<file path="src/rtl/burst_sram_pkg.sv">
package burst_sram_pkg;
  localparam int BURST_W = 2;

  function automatic logic chip_sel(input logic cs1_n, input logic cs2, input logic cs3_n);
    return !cs1_n && cs2 && !cs3_n;
  endfunction
endpackage

</file>
<file path="src/rtl/burst_addr_unit.sv">
module burst_addr_unit
  import burst_sram_pkg::*;
#(
  parameter int ADDR_W = 6
) (
  input  logic              clk_i,
  input  logic              rst_ni,
  input  logic [ADDR_W-1:0] addr_i,
  input  logic              proc_strb_ni,
  input  logic              ctrl_strb_ni,
  input  logic              cs1_ni,
  input  logic              cs2_i,
  input  logic              cs3_ni,
  input  logic              adv_ni,
  output logic              load_o,
  output logic              sel_o,
  output logic [ADDR_W-1:0] eff_addr_o
);
  localparam int HI_W = ADDR_W - BURST_W;

  logic              proc_load, ctrl_load;
  logic [HI_W-1:0]   base_q;
  logic [BURST_W-1:0] cnt_q;
  logic              sel_q;

  // processor strobe wins; it is dropped while cs1 is inactive
  assign proc_load = !proc_strb_ni && !cs1_ni;
  assign ctrl_load = !ctrl_strb_ni && !proc_load;
  assign load_o    = proc_load || ctrl_load;

  always_ff @(posedge clk_i or negedge rst_ni) begin
    if (!rst_ni) begin
      base_q <= '0;
      cnt_q  <= '0;
      sel_q  <= 1'b0;
    end else if (load_o) begin
      base_q <= addr_i[ADDR_W-1:BURST_W];
      cnt_q  <= addr_i[BURST_W-1:0];
      sel_q  <= chip_sel(cs1_ni, cs2_i, cs3_ni);
    end else if (!adv_ni) begin
      cnt_q  <= cnt_q + 1'b1;
    end
  end

  assign sel_o      = sel_q;
  assign eff_addr_o = {base_q, cnt_q};
endmodule

</file>
<file path="src/rtl/byte_write_decode.sv">
module byte_write_decode #(
  parameter int LANES = 4
) (
  input  logic             en_i,
  input  logic             gw_ni,
  input  logic             bwe_ni,
  input  logic [LANES-1:0] bw_ni,
  output logic [LANES-1:0] we_o
);
  always_comb begin
    if (!en_i)        we_o = '0;
    else if (!gw_ni)  we_o = '1;
    else if (!bwe_ni) we_o = ~bw_ni;
    else              we_o = '0;
  end
endmodule

</file>
<file path="src/rtl/lane_ram.sv">
module lane_ram #(
  parameter int ADDR_W = 6,
  parameter int DATA_W = 9
) (
  input  logic              clk_i,
  input  logic              rst_ni,
  input  logic [ADDR_W-1:0] addr_i,
  input  logic              we_i,
  input  logic              re_i,
  input  logic [DATA_W-1:0] wdata_i,
  output logic [DATA_W-1:0] rdata_o
);
  localparam int DEPTH = 1 << ADDR_W;

  logic [DATA_W-1:0] mem_q [DEPTH];

  always_ff @(posedge clk_i) begin
    if (we_i) mem_q[addr_i] <= wdata_i;
  end

  always_ff @(posedge clk_i or negedge rst_ni) begin
    if (!rst_ni)   rdata_o <= '0;
    else if (re_i) rdata_o <= mem_q[addr_i];
  end
endmodule

</file>
<file path="src/rtl/burst_sram_core.sv">
module burst_sram_core #(
  parameter int ADDR_W = 6,
  parameter int LANES  = 4,
  parameter int LANE_W = 9
) (
  input  logic                    clk_i,
  input  logic                    rst_ni,
  input  logic [ADDR_W-1:0]       addr_i,
  input  logic                    proc_strb_ni,
  input  logic                    ctrl_strb_ni,
  input  logic                    cs1_ni,
  input  logic                    cs2_i,
  input  logic                    cs3_ni,
  input  logic                    adv_ni,
  input  logic                    gw_ni,
  input  logic                    bwe_ni,
  input  logic [LANES-1:0]        bw_ni,
  input  logic                    oe_ni,
  input  logic [LANES*LANE_W-1:0] wdata_i,
  output logic [LANES*LANE_W-1:0] rdata_o,
  output logic                    rdata_oe_o
);
  logic              load, sel;
  logic [ADDR_W-1:0] eff_addr;
  logic [LANES-1:0]  lane_we;
  logic              rd_en, rd_vld_q;

  burst_addr_unit #(.ADDR_W(ADDR_W)) u_addr (
    .clk_i, .rst_ni, .addr_i, .proc_strb_ni, .ctrl_strb_ni,
    .cs1_ni, .cs2_i, .cs3_ni, .adv_ni,
    .load_o(load), .sel_o(sel), .eff_addr_o(eff_addr)
  );

  // writes land only on non-load edges of a selected device
  byte_write_decode #(.LANES(LANES)) u_bw (
    .en_i(sel && !load), .gw_ni, .bwe_ni, .bw_ni, .we_o(lane_we)
  );

  assign rd_en = sel && !(|lane_we);

  for (genvar b = 0; b < LANES; b++) begin : g_lane
    lane_ram #(.ADDR_W(ADDR_W), .DATA_W(LANE_W)) u_ram (
      .clk_i, .rst_ni,
      .addr_i (eff_addr),
      .we_i   (lane_we[b]),
      .re_i   (rd_en),
      .wdata_i(wdata_i[b*LANE_W +: LANE_W]),
      .rdata_o(rdata_o[b*LANE_W +: LANE_W])
    );
  end

  always_ff @(posedge clk_i or negedge rst_ni) begin
    if (!rst_ni) rd_vld_q <= 1'b0;
    else         rd_vld_q <= rd_en;
  end

  assign rdata_oe_o = !oe_ni && rd_vld_q;
endmodule

</file>
<file path="config.mk">
export PLATFORM = sky130hd
export DESIGN_NAME = burst_sram_core
export DESIGN_NICKNAME = d
export VERILOG_FILES = /design/src/rtl/burst_sram_pkg.sv /design/src/rtl/burst_addr_unit.sv /design/src/rtl/byte_write_decode.sv /design/src/rtl/lane_ram.sv /design/src/rtl/burst_sram_core.sv
export SDC_FILE = /design/constraint.sdc
export NUM_CORES = 2
export LEC_CHECK = 0
export BUFFER_PORTS_ARGS = -buffer_cell sky130_fd_sc_hd__buf_2
export CAP_MARGIN = 10
export CORE_MARGIN = 2
export CORE_UTILIZATION = 40
export DETAILED_ROUTE_END_ITERATION = 6
export PLACE_DENSITY = 0.58
export SLEW_MARGIN = 20
export SYNTH_ARGS = -nofsm -noshare
export SYNTH_HDL_FRONTEND = slang
export SYNTH_SLANG_ARGS = --single-unit
</file>
<file path="constraint.sdc">
create_clock -name clk_i -period 3.1 [get_ports clk_i]
set_input_delay 0.465 -clock clk_i [delete_from_list [all_inputs] [get_ports clk_i]]
set_output_delay 0.465 -clock clk_i [all_outputs]
set_load 0.03 [all_outputs]
</file>
==> qor.yml <==
synth:
  synthDistinctLibCells: 79
  syn-instance-count: 5081
  yosys_warnings: 0
  ys_seq_elements: 2348
  synth_nets: 5138
  ys.flop_type: "edfxtp_1"
  synth_area_per_cell_um2: 17.9
  synth_edf_count: 2304
  synthArstFlopShare_pct: 1.87
  synthesis.area_mm2: 0.0911
  ys_seq_area_share_pct: 77.2
timing:
  max_slew.worst_pin.slew_ns: 1.14
  period_share_pct: 103
  final.setup.worst_slack_ns: -0.0823
  timing.final.crit_period_ns: 3.18
  setup_viol: 29
  slew_headroom_pct: 24.2
  skew_ns: 0.0381
  hold_violations: 0
  drv_slew: 0
  fmax_mhz: 314
critical_path:
  crit_fanout: 14
  reg2reg_from: "u_addr.base_q[2]"
  critPathCaptureType: "register"
  critical_path_arrival_ns: 3.76
  ff2ff_path_depth: 6
  critical_path.endpoint: "g_lane[2].u_ram.mem_q[35][7]"
  crit_start: "u_addr.base_q[2]"
  path_class: "register to register"
  worstPathRequired_ns: 3.68
  rrSetupSlack_ns: -0.08
  worstReg2RegEnd: "g_lane[2].u_ram.mem_q[35][7]"
  critPathLaunchType: "register"
min_path:
  hold_path_class: "input pin to register"
clocking:
  root_buffer: "clkbuf_16"
  cts_tree: "built"
  cts_buffer_depth: 3
  cts.reportedPaths.clkPinSlew_ns: 0.06
  htreeDepth: 4
  cts_made_buffers: 231
  clock-sinks: 2348
  clk_latency_ns: 0.88
detailed_routing:
  wl_um: 316000
  first_pass_iters: 7
  vias: 55600
  vias_per_cell: 6.19
  wire_per_inst_um: 35.1
  ant_nets: 0
  drc: 7
  drtIter0Drc: 8528
placement:
  placed_cells: 8517
  io_buffers: 93
  dpl-instance-area_mm2: 0.101
  gp_congestion: 0.911
  dp_hpwl_um: 203000
pwr:
  power.leakage_nw: 35.0
  ir_drop_v: 0.000546
  powerDensity_mw_per_mm2: 658
cells_and_area:
  final_cell_mix: "2304 x edfxtp_1, 567 x buf_4, 400 x nor2_1, 280 x mux2i_1, 269 x a221oi_1"
  nFillCells: 19100
  nets: 5818
  syn2layout_area_growth_pct: 18.7
  layout_commonest_cell: "edfxtp_1"
  drive_above_1_share_pct: 25.1
  fin_area_mm2: 0.108
  stdcell_count: 8982
global_routing:
  grt_usage_pct: 26.8
  grt_pass1_vias: 52800
  grt_pass1_wl_um: 432000
  grt_antenna_before_repair: 27
  grt_overflow_total: 0
  grt_max_degree: 65
die:
  io_pins: 94
  start_util_pct: 40.1
  fp.dieH_um: 481
  rows: 175
  die_w_um: 481
  die-area_mm2: 0.232
  core_mm2: 0.227
run_status:
  violations: "design-rule violations, negative setup slack"
  status: "finished with violations"
run:
  drv_cap: 0
cell usage after synthesis (5+ instances only):
library cell | n | share of area, %
a22o_1 | 38 | 0.37
a221oi_1 | 269 | 2.6
o221ai_1 | 18 | 0.17
and3_1 | 18 | 0.12
o22ai_1 | 103 | 0.71
buf_2 | 141 | 0.77
mux2i_1 | 280 | 3.1
o32a_1 | 19 | 0.21
nand3_1 | 19 | 0.10
a31oi_1 | 29 | 0.20
edfxtp_1 | 2304 | 76
o2111ai_1 | 7 | 0.067
a22oi_1 | 167 | 1.4
o211ai_1 | 7 | 0.058
a41oi_1 | 11 | 0.11
buf_1 | 38 | 0.16
o2bb2ai_1 | 21 | 0.20
nor2_1 | 405 | 1.7
nor3_1 | 14 | 0.077
a21oi_1 | 119 | 0.65
a221o_1 | 27 | 0.30
clkbuf_1 | 104 | 0.43
nand2b_1 | 5 | 0.034
o21ai_0 | 147 | 0.81
dfrtp_1 | 44 | 1.2
nand2_1 | 168 | 0.69
a211oi_1 | 11 | 0.091
nand4_1 | 8 | 0.055
nor2b_1 | 7 | 0.048
mux2_2 | 186 | 2.3
a222oi_1 | 20 | 0.22
o21ai_1 | 5 | 0.027
mux4_2 | 140 | 3.5
o22a_1 | 9 | 0.087
buf_4 | 62 | 0.51
nand3b_1 | 7 | 0.058
buf_6 | 19 | 0.23
cell families (layout without fill, tap and decap cells):
kind of cell              Yosys count  after routing  synth area share [%]
AOI/OAI and AO/OA                1066           1066                  8.64
xor gates and xnor gates            2              2                0.0192
buffers and inverters             369           1246                  2.13
DFF                              2348           2348                  77.2
muxes                             609            609                  8.89
other                               0             15                     0
and+or+nand+nor                   687            687                  3.15
power breakdown:
group | internal [mW] | total, mW | switching [mW] | leakage [nW]
Clock | 15.2 | 27.3 | 12.1 | 3.56
Sequential | 35.0 | 35.5 | 0.501 | 21.2
Combinational | 2.80 | 8.36 | 5.56 | 10.3
Total | 53.1 | 71.2 | 18.1 | 35.0
timing repair:
item | in CTS | in global routing
endpoints found under the hold margin | 59 | 1
buffers inserted | 3 | 6
resized for setup | 5 | 4
endpoints found under the setup margin | 295 | 71
hold buffers | 9 | 1
pin swaps | 1 | 0
critical path: stages (launching register included):
cell and delay, ns:
dfrtp_1 0.66, buf_4 0.31, nor3b_2 0.29, buf_4 0.39
nand2_1 0.60, nor2_1 0.38, buf_4 0.25
layout make-up:
class	instances	area (um^2)	area share (%)
clock buffers	304	6250	5.78
well taps	3009	3760	3.48
clock inverters	126	1060	0.985
inverters	5	32.5	0.0301
diodes	15	37.5	0.0347
repair buffers	811	7670	7.10
multi-input cells	2364	19000	17.6
flip-flops and latches	2348	70300	65.0
flip-flops by register name (all words and copies together), names as in the netlist:
register,cells
g_lane.u_ram.rdata_o,36
rd_vld_q,1
u_addr.base_q,4
u_addr.cnt_q,2
g_lane.u_ram.mem_q,2304
u_addr.sel_o,1
layer usage:
metal | share of wire, % | GRT usage, % | vias up | routed length, um
met5 | 0.098 | 0.829 | - | 309
met4 | 4.5 | 10.8 | 23 | 14200
met3 | 12 | 7.18 | 652 | 38000
met2 | 44 | 40.1 | 3780 | 140000
met1 | 39 | 37.1 | 28900 | 123000
li1 | - | - | 22200 | -
how the worst min path moves through the flow:
| stage | slack (ns) | endpoint | cells past startpoint | from |
|---|---|---|---|---|
| finish | 0.06 | g_lane[3].u_ram.mem_q[35][8] | 1 | wdata_i[35] |
| global route | 0.03 | g_lane[0].u_ram.mem_q[14][6] | 1 | wdata_i[6] |
| CTS | 0.0003 | g_lane[0].u_ram.mem_q[14][6] | 1 | wdata_i[6] |
| detailed placement | 0.61 | g_lane[2].u_ram.rdata_o[6] | 1 | g_lane[2].u_ram.rdata_o[6] |
| global placement | 0.61 | g_lane[3].u_ram.rdata_o[0] | 1 | g_lane[3].u_ram.rdata_o[0] |
| floorplan | 0.17 | g_lane[0].u_ram.rdata_o[0] | 0 | rst_ni |
per-stage QoR:
stage / hold WS [ns] / setup WS [ns] / power (mW) / util, % / TNS [ns]
floorplan: 0.169 / 0.565 / 39.9 / - / 0
global placement: 0.607 / -0.307 / 44.3 / 44.3 / -52.93
detailed placement: 0.610 / -0.323 / 44.3 / 44.3 / -58.01
CTS: 0.000349 / 0.0223 / 71.2 / 47.6 / 0
global route: 0.0350 / -0.0652 / 72.8 / 47.7 / -0.589
finish: 0.0567 / -0.0823 / 71.2 / 47.7 / -1.08
(Power assumes the default switching activity.)
